`config.mk`:
```
export PLATFORM = sky130hd
export DESIGN_NAME = rxfifo_trig
export DESIGN_NICKNAME = d
export VERILOG_FILES = /design/src/rtl/rxf_pkg.sv /design/src/rtl/rxf_store.sv /design/src/rtl/rxf_idle.sv /design/src/rtl/rxfifo_trig.sv
export SDC_FILE = /design/constraint.sdc
export NUM_CORES = 1
export LEC_CHECK = 0
export ABC_AREA = 1
export ABC_CLOCK_PERIOD_IN_PS = 3750
export BUFFER_PORTS_ARGS = -buffer_cell sky130_fd_sc_hd__buf_2
export CORE_MARGIN = 10
export CORE_UTILIZATION = 31
export DETAILED_ROUTE_END_ITERATION = 8
export PLACE_DENSITY = 0.46
export SKIP_LAST_GASP = 1
export SLEW_MARGIN = 10
export SYNTH_ARGS = -nofsm -noshare
export SYNTH_HDL_FRONTEND = slang
export SYNTH_SLANG_ARGS = --single-unit
```
`constraint.sdc`:
```
create_clock -name clk -period 3.75 [get_ports clk]
set_input_delay 0.5625 -clock clk [delete_from_list [all_inputs] [get_ports clk]]
set_output_delay 0.5625 -clock clk [all_outputs]
set_load 0.05 [all_outputs]
```
`src/rtl/rxf_pkg.sv`:
```
package rxf_pkg;

    localparam int FIFO_DEPTH = 16;
    localparam int DATA_W     = 8;
    localparam int IDLE_MAX   = 37;
    localparam int IDLE_W     = $clog2(IDLE_MAX + 1);
    localparam logic [7:0] CFG_RESET = 8'hCB;

    typedef struct packed {
        logic [1:0] trig;
        logic       rsv5;
        logic [2:0] tmo;
        logic       tmo_en;
        logic       spare0;
    } rxf_cfg_t;

    function automatic logic [4:0] trig_level(input logic [1:0] code);
        case (code)
            2'b00:   return 5'd1;
            2'b01:   return 5'd4;
            2'b10:   return 5'd8;
            default: return 5'd14;
        endcase
    endfunction

    function automatic logic [IDLE_W-1:0] idle_limit(input logic [2:0] code);
        return IDLE_W'(9) + IDLE_W'({code, 2'b00});
    endfunction

endpackage

```
`src/rtl/rxf_store.sv`:
```
module rxf_store #(
    parameter int DEPTH = 16,
    parameter int W     = 8,
    localparam int PTR_W = $clog2(DEPTH),
    localparam int CNT_W = $clog2(DEPTH + 1)
) (
    input  logic             clk,
    input  logic             rst,
    input  logic             push,
    input  logic [W-1:0]     din,
    input  logic             pop,
    output logic [W-1:0]     head,
    output logic [CNT_W-1:0] count
);

    logic [W-1:0]     mem [DEPTH];
    logic [PTR_W-1:0] wp, rp;

    function automatic logic [PTR_W-1:0] bump(input logic [PTR_W-1:0] p);
        return (p == PTR_W'(DEPTH - 1)) ? '0 : p + 1'b1;
    endfunction

    always_ff @(posedge clk) begin
        if (push) mem[wp] <= din;
    end

    always_ff @(posedge clk) begin
        if (rst) begin
            wp    <= '0;
            rp    <= '0;
            count <= '0;
        end else begin
            if (push) wp <= bump(wp);
            if (pop)  rp <= bump(rp);
            count <= count + CNT_W'(push) - CNT_W'(pop);
        end
    end

    assign head = mem[rp];

endmodule

```
`src/rtl/rxf_idle.sv`:
```
module rxf_idle #(
    parameter int W = 6
) (
    input  logic         clk,
    input  logic         rst,
    input  logic         activity,
    input  logic         tick,
    output logic [W-1:0] idle_nxt
);

    logic [W-1:0] idle_q;

    always_comb begin
        if (activity)
            idle_nxt = '0;
        else if (tick && idle_q != '1)
            idle_nxt = idle_q + 1'b1;
        else
            idle_nxt = idle_q;
    end

    always_ff @(posedge clk) begin
        if (rst) idle_q <= '0;
        else     idle_q <= idle_nxt;
    end

endmodule

```
`src/rtl/rxfifo_trig.sv`:
```
module rxfifo_trig
    import rxf_pkg::*;
#(
    parameter int DEPTH = FIFO_DEPTH,
    localparam int CNT_W = $clog2(DEPTH + 1)
) (
    input  logic              clk,
    input  logic              rst,
    input  logic              wr_en,
    input  logic [DATA_W-1:0] wr_data,
    input  logic              rd_en,
    output logic [DATA_W-1:0] rd_data,
    input  logic              bit_tick,
    input  logic              cfg_we,
    input  logic [7:0]        cfg_wdata,
    output logic [7:0]        cfg_rdata,
    input  logic              stat_rd,
    output logic              data_ready,
    output logic              not_empty,
    output logic              overrun,
    output logic [CNT_W-1:0]  level
);

    rxf_cfg_t          cfg_q;
    logic [DATA_W-1:0] head;
    logic [CNT_W-1:0]  cnt, cnt_nxt;
    logic              empty, full, rd_fire, wr_fire;
    logic [IDLE_W-1:0] idle_nxt;
    logic              idle_hit, trig_hit, ready_q, ovr_q;

    assign empty   = (cnt == '0);
    assign full    = (cnt == CNT_W'(DEPTH));
    assign rd_fire = rd_en && !empty;
    assign wr_fire = wr_en && (!full || rd_en);
    assign cnt_nxt = cnt + CNT_W'(wr_fire) - CNT_W'(rd_fire);

    rxf_store #(.DEPTH(DEPTH), .W(DATA_W)) i_store (
        .clk   (clk),
        .rst   (rst),
        .push  (wr_fire),
        .din   (wr_data),
        .pop   (rd_fire),
        .head  (head),
        .count (cnt)
    );

    rxf_idle #(.W(IDLE_W)) i_idle (
        .clk      (clk),
        .rst      (rst),
        .activity (wr_fire || rd_en),
        .tick     (bit_tick),
        .idle_nxt (idle_nxt)
    );

    assign idle_hit = cfg_q.tmo_en && (idle_nxt >= idle_limit(cfg_q.tmo));
    assign trig_hit = (cnt_nxt >= CNT_W'(trig_level(cfg_q.trig)));

    always_ff @(posedge clk) begin
        if (rst) begin
            cfg_q   <= rxf_cfg_t'(CFG_RESET);
            ready_q <= 1'b0;
            ovr_q   <= 1'b0;
        end else begin
            if (cfg_we) cfg_q <= rxf_cfg_t'(cfg_wdata);
            ready_q <= (cnt_nxt != '0) && (ready_q || trig_hit || idle_hit);
            if (wr_en && !wr_fire) ovr_q <= 1'b1;
            else if (stat_rd)      ovr_q <= 1'b0;
        end
    end

    assign rd_data    = empty ? '0 : head;
    assign cfg_rdata  = cfg_q;
    assign data_ready = ready_q;
    assign not_empty  = !empty;
    assign overrun    = ovr_q;
    assign level      = cnt;

endmodule

```
==> metrics.cfg, run 1 <==
[status]
status = completed

[floorplan]
die_x_um = 168.8
chipHeight_um = 168.8
num_rows = 54
start_util_pct = 31.44
pin_count = 47
coreArea_um2 = 21820
die-area_um2 = 28480

[timing]
worstMarginPinSlew_ns = 1.058
relSlewSlack_pct = 29.18
fmax_ghz = 0.3116
fin_hold_ws_ns = 0.3496
hold_violations = 0
fin_crit_ns = 3.210
setup_viol = 0
rsz0062_at_grt = false
maxSlewViolCount = 0
fin_worst_skew_ns = 0.01405
post-route-period-util_pct = 85.59
setup-tns-final_ns = 0

[logic_synthesis]
synth-compound-area-share_pct = 12.11
synth_cell_types = 36
ys_ff_latch = 161
synth_xor_area_share_pct = 0.7660
yosys.area_share.simple_pct = 12.46
syn_inst = 603
yosys-mux-area-fraction_pct = 0
ys_async_sr_fraction_pct = 0
synthAdderAreaFrac_pct = 4.122
syn-mean-instance-area_um2 = 11.38
syn-num-nets = 648
yosys_warnings = 0
yosysTopAreaCell = edfxtp_1
yosysSeqAreaShare_pct = 65.66
synth_top_family_by_area = simple AND/OR/NAND/NOR gates
synth-edff-count = 128
synth_area_um2 = 6860
synth.area.top_cells = edfxtp_1 56%, dfxtp_1 9.6%, nor2_1 6.3%
ys_dominant_reg_cell = edfxtp_1
synth.most_common_cell = edfxtp_1
synth_top_cell_area_share_pct = 56.03
synthTopCellsByCount = 128 x edfxtp_1, 115 x nor2_1, 71 x o21ai_0

[layout]
multi_input_area_um2 = 2021
nets = 695
area_growth_pct = 15.76
diodes = 0
drive_gt1_share_pct = 15.23
ff_latch_area_um2 = 4506
n_fill_cell = 2148

[setup_path]
cp_common_cell = ha_1
r2r_end = data_ready
critPathKind = flop to flop
r2r_slack_ns = 0.54
crit_family = adder cells
startpoint_type = flop
r2r-start = i_store.count[2]
reg2reg_depth = 18
cp.arrival_ns = 3.52
crit_chain = inv_1 -> ha_1 -> nand2_1 -> nor2_2 -> nand2_2 -> nand2_1 -> inv_2 -> ha_1 -> inv_1 -> ha_1 -> fa_1 -> xor2_1 -> ha_1 -> a21boi_0 -> o21ai_0 -> nand2_1 -> nor2b_1 -> a21oi_1
cp-endpoint = data_ready
critical_path_required_ns = 4.06
cp_slowest_cell = fa_1
cp-startpoint = i_store.count[2]
crit_buf_inv = 3
crit_cells = 18
cpPeakStageDelay_ns = 0.40
critPathMaxFanout = 5
endpoint_kind = flop

[clock_network]
clock_sinks = 161
clkTransAtPathRegs_ns = 0.07
cts_resized = 0
htree_num_levels = 4
clock_latency_ns = 0.42
cts_tree = done
cts_root_buffer = clkbuf_16
cts_buffers = 17
cts_max_path_buffers = 2
ctsHoldBuffers = 0
cts_setup_buffers = 0

[grt]
antenna_found_initial = 0
first_global_vias = 4644
gr-total-overflow = 0
grt_max_degree = 65
track_usage_pct = 11.94
grt_pass1_wl_um = 26390

[worst_hold_path]
hold_depth = 3
hp-class = input pin to flop

[drt]
vias = 4642
viasPerCell = 4.923
drt_wl_total_um = 17090
route.detailed.drc = 0
routedWlPerCell_um = 18.12
dr.pass1.iters = 5
drtAntennaViolNets = 0
drt-initial-drc-count = 385

[placed_design]
dp.final_hpwl_um = 11140
io_buffers = 46
gp_congestion = 0.8082

[power_and_ir_drop]
vdd_ir_drop_max_v = 0.0005718
leakagePower_nw = 2.863
p_per_area_nw_per_um2 = 691.0

[flow_run]
maxCapViolations = 0

==> layer usage <==
| layer | part of all wire [%] | track usage (%) | up-vias |
|---|---|---|---|
| met2 | 48 | 19.12 | 108 |
| met4 | 1.1 | 3.899 | 0 |
| met5 | 0 | 0 | - |
| met3 | 3.7 | 2.501 | 13 |
| li1 | - | - | 2248 |
| met1 | 47 | 15.76 | 2273 |
==> layout make-up <==
class / count / share of cell area, %
Inverter: 43 / 2.095
Clock inverter: 13 / 2.111
Tap cell: 280 / 4.412
Sequential cell: 161 / 56.74
Timing Repair Buffer: 55 / 3.750
Clock buffer: 19 / 5.451
Multi-Input combinational cell: 372 / 25.45
==> metrics by stage <==
| stage | worst slack (ns) | power [W] | std cells | area [µm²] | util, % |
|---|---|---|---|---|---|
| final | 0.5403 | 0.005488 | 943 | 7941 | 36.39 |
| after CTS | 0.5034 | 0.005556 | 943 | 7941 | 36.39 |
| after global placement | 0.6577 | 0.003768 | 911 | 7341 | 33.64 |
| after global routing | 0.2436 | 0.005784 | 943 | 7941 | 36.39 |
| after floorplan | 0.3265 | 0.003338 | 603 | 6860 | - |
| after detailed placement | 0.5337 | 0.003791 | 911 | 7341 | 33.64 |
==> worst min path at each step <==
stage                              from           end
after floorplan           i_store.rp[3]          flop
after global placement     cfg_rdata[0]  cfg_rdata[0]
after detailed placement   cfg_rdata[0]  cfg_rdata[0]
after CTS                  cfg_wdata[0]  cfg_rdata[0]
after global routing       cfg_wdata[0]  cfg_rdata[0]
final                      cfg_wdata[0]  cfg_rdata[0]
==> report_power, final <==
part,switching [W],internal (W)
sequential,0.0000589,0.00201
combinational,0.00122,0.000449
clock,0.000741,0.00101
==> placed cells by master (no fill, tap or decap), types with 8 or more instances in the layout <==
master / netlist / layout
clkbuf_16: 0 / 17
edfxtp_1: 128 / 128
o22ai_1: 9 / 9
o21ai_0: 71 / 71
inv_1: 37 / 37
ha_1: 21 / 21
nand3_1: 27 / 27
o21ai_1: 8 / 8
o221ai_1: 24 / 24
dfxtp_1: 33 / 32
buf_4: 6 / 9
nor2_1: 115 / 115
nand2_1: 44 / 44
buf_2: 12 / 46
a21oi_1: 22 / 22
==> worst reg2reg max path: stages (launching register included) <==
cell	delay, ns
dfxtp_1	0.33
inv_1	0.08
ha_1	0.16
nand2_1	0.06
nor2_2	0.14
nand2_2	0.09
nand2_1	0.16
inv_2	0.09
ha_1	0.27
inv_1	0.04
ha_1	0.19
fa_1	0.40
xor2_1	0.29
ha_1	0.28
a21boi_0	0.12
o21ai_0	0.15
nand2_1	0.06
nor2b_1	0.11
a21oi_1	0.07
==> kinds of logic after synthesis <==
family,count (synthesis)
fa+ha+maj,22
simple gates,204
compound gates,140
xor+xnor,6
flops,161
buf+inv,70
==> sequential cells by signal (all words and copies together) (netlist names), named ones only <==
| register | count |
|---|---|
| cfg_rdata | 8 |
| data_ready | 1 |
| i_idle.idle_q | 6 |
| i_store.count | 5 |
| i_store.mem | 128 |
| i_store.rp | 4 |
| i_store.wp | 4 |
| overrun | 1 |
(Power assumes the default switching activity.)
==> inputs of run 2 (changes only) <==
--- a/config.mk
+++ b/config.mk
@@ -8,10 +8,12 @@
 export ABC_AREA = 1
 export ABC_CLOCK_PERIOD_IN_PS = 3750
 export BUFFER_PORTS_ARGS = -buffer_cell sky130_fd_sc_hd__buf_2
+export CELL_PAD_IN_SITES_DETAIL_PLACEMENT = 1
+export CELL_PAD_IN_SITES_GLOBAL_PLACEMENT = 1
 export CORE_MARGIN = 10
 export CORE_UTILIZATION = 31
 export DETAILED_ROUTE_END_ITERATION = 8
-export PLACE_DENSITY = 0.46
+export PLACE_DENSITY = 0.55
 export SKIP_LAST_GASP = 1
 export SLEW_MARGIN = 10
 export SYNTH_ARGS = -nofsm -noshare
==> run 2 against run 1 <==
Compared with the run above: routed wire length is 4.1% higher; first-iteration DRC count is 44% lower; non-clock buffer count is 5 lower; global-route usage is 0.74 points higher; combinational power is 2% lower; via count is 0.73% higher; setup slack worse by 0.038 ns; cell count is 0.53% lower; die area stayed put; count of clock-buffer cells in the layout is 1 lower; critical endpoint unchanged; largest power group unchanged; highest routed layer unchanged.
==> metrics.cfg, run 2 (synthesized netlist as in run 1, its figures left out) <==
[status]
status = completed  ; unchanged

[grt]
first_global_vias = 4983  ; was 4644
grt_max_degree = 65  ; unchanged
track_usage_pct = 12.68  ; was 11.94%
gr-total-overflow = 0  ; unchanged
grt_pass1_wl_um = 28200  ; was 26390 µm
antenna_found_initial = 0  ; unchanged

[placed_design]
placed_area_um2 = 7303  ; was 7341 µm²
gp_congestion = 0.7581  ; was 0.8082
io_buffers = 46  ; unchanged
dp_slack_ns = 0.4167  ; was 0.5337 ns
dp.final_hpwl_um = 11880  ; was 11140 µm

[layout]
largest_reg_flops = 128  ; unchanged
post-route-util_pct = 36.00  ; was 36.39%
nets = 690  ; was 695
n_fill_cell = 2404  ; was 2148
top_register = i_store.mem  ; unchanged
design_area_um2 = 7856  ; was 7941 µm²
drive_gt1_share_pct = 14.74  ; was 15.23%
layout_common_cells = 128 x edfxtp_1, 115 x nor2_1, 71 x o21ai_0  ; unchanged
final_common_cell = edfxtp_1  ; unchanged
area_growth_pct = 14.52  ; was 15.76%
diodes = 0  ; unchanged

[drt]
drtAntennaViolNets = 0  ; unchanged
vias = 4676  ; was 4642
dr.pass1.iters = 5  ; unchanged
route.detailed.drc = 0  ; unchanged
viasPerCell = 4.985  ; was 4.923
routedWlPerCell_um = 18.97  ; was 18.12 µm
drt_wl_total_um = 17800  ; was 17090 µm
drt-initial-drc-count = 215  ; was 385

[clock_network]
cts_root_buffer = clkbuf_16  ; unchanged
clock_latency_ns = 0.42  ; about the same
clock_sinks = 161  ; unchanged
cts_setup_buffers = 0  ; unchanged
cts_resized = 0  ; unchanged
clkTransAtPathRegs_ns = 0.07  ; about the same
cts_max_path_buffers = 2  ; unchanged
ctsHoldBuffers = 0  ; unchanged
cts_buffers = 17  ; unchanged
htree_num_levels = 4  ; unchanged
cts_tree = done  ; unchanged

[floorplan]
die_x_um = 168.8  ; unchanged
die-area_um2 = 28480  ; unchanged
coreArea_um2 = 21820  ; unchanged
num_rows = 54  ; unchanged
start_util_pct = 31.44  ; unchanged
pin_count = 47  ; unchanged
chipHeight_um = 168.8  ; unchanged

[flow_run]
maxCapViolations = 0  ; unchanged

[setup_path]
cp.arrival_ns = 3.56  ; was 3.52 ns
endpoint_kind = flop  ; unchanged
critPathMaxFanout = 5  ; unchanged
crit_family = adder cells  ; unchanged
crit_buf_inv = 3  ; unchanged
critPathKind = flop to flop  ; unchanged
startpoint_type = flop  ; unchanged
cp_slowest_cell = fa_1  ; unchanged
cp_common_cell = ha_1  ; unchanged
critical_path_required_ns = 4.07  ; was 4.06 ns
crit_chain = inv_1 -> ha_1 -> nand2_1 -> nor2_2 -> nand2_2 -> nand2_1 -> inv_2 -> ha_1 -> inv_1 -> ha_1 -> fa_1 -> xor2_1 -> ha_1 -> a21boi_0 -> o21ai_0 -> nand2_1 -> nor2b_1 -> a21oi_1  ; unchanged
cpPeakStageDelay_ns = 0.40  ; about the same

[timing]
relSlewSlack_pct = 30.58  ; was 29.18%
maxSlewViolCount = 0  ; unchanged
rsz0062_at_grt = false  ; unchanged
fmax_ghz = 0.3079  ; was 0.3116 GHz
setup-tns-final_ns = 0  ; unchanged
worstMarginPinSlew_ns = 1.037  ; was 1.058 ns
fin_worst_skew_ns = 0.01076  ; was 0.01405 ns
hold_violations = 0  ; unchanged
setup_viol = 0  ; unchanged
fin_crit_ns = 3.248  ; was 3.210 ns
post-route-period-util_pct = 86.60  ; was 85.59%
setup_ws_ns = 0.5024  ; was 0.5403 ns

[power_and_ir_drop]
vdd_ir_drop_max_v = 0.0004987  ; was 0.0005718 V
p_per_area_nw_per_um2 = 682.3  ; was 691.0 nW/µm²
leakagePower_nw = 2.816  ; was 2.863 nW

[worst_hold_path]
hp-class = input pin to flop  ; unchanged

==> run 2: cell count changes in the layout (fill, tap and decap cells not counted) <==
cell / delta
buf_4: -5
bufinv_16: -2
clkbuf_1: -1
clkinv_2: +1
clkinv_4: +2
clkinv_8: -1
clkinvlp_4: +1
inv_6: -1
inv_8: +1
==> run 2: cell type report <==
cell class                 count  area [µm²]  area share [%]
sequential                   161        4506           57.35
multi-input combinational    372        2021           25.72
clock buffer                  18       429.2           5.463
tap                          280       350.3           4.459
timing repair buffer          50       260.3           3.313
inverter                      43       166.4           2.118
clock inverter                14       123.9           1.577
==> run 2: layer usage <==
| metal | wire length [µm] | part of all wire, % | up-vias | GRT usage (%) |
|---|---|---|---|---|
| met5 | 0 | 0 | - | 0 |
| met4 | 164 | 0.92 | 0 | 4.239 |
| met3 | 503 | 2.8 | 10 | 2.710 |
| met2 | 8887 | 50 | 53 | 21.08 |
| met1 | 8240 | 46 | 2370 | 16.01 |
| li1 | - | - | 2243 | - |
==> run 2: where the power goes <==
group	switching, W	leakage [nW]	internal, W
sequential	0.0000847	1.43	0.00201
clock	0.000766	0.261	0.000870
combinational	0.00119	1.13	0.000436
==> run 2: worst min-delay path, delay by kind of cell <==
family / cells / cell delay (ns)
buffers and inverters: 1 / 0.07
and+or+nand+nor: 2 / 0.10
==> run 2: per-stage QoR <==
step	total power [W]	hold slack (ns)	std cells
finish	0.005360	0.3428	938
global route	0.005701	0.3397	938
CTS	0.005430	0.3314	938
detailed placement	0.003792	0.4542	906
global placement	0.003736	0.4400	906
floorplan	0.003338	0.4537	603
==> run 2: worst paths after layout <==
kind / slack [ns] / from / cells after the start / to
setup / recovery: 0.50 / i_store.count[3] / 18 / data_ready
hold / removal: 0.34 / cfg_wdata[0] / 3 / cfg_rdata[0]
setup reg to reg: 0.50 / i_store.count[3] / 18 / data_ready
hold reg to reg: 0.46 / cfg_rdata[0] / 2 / cfg_rdata[0]
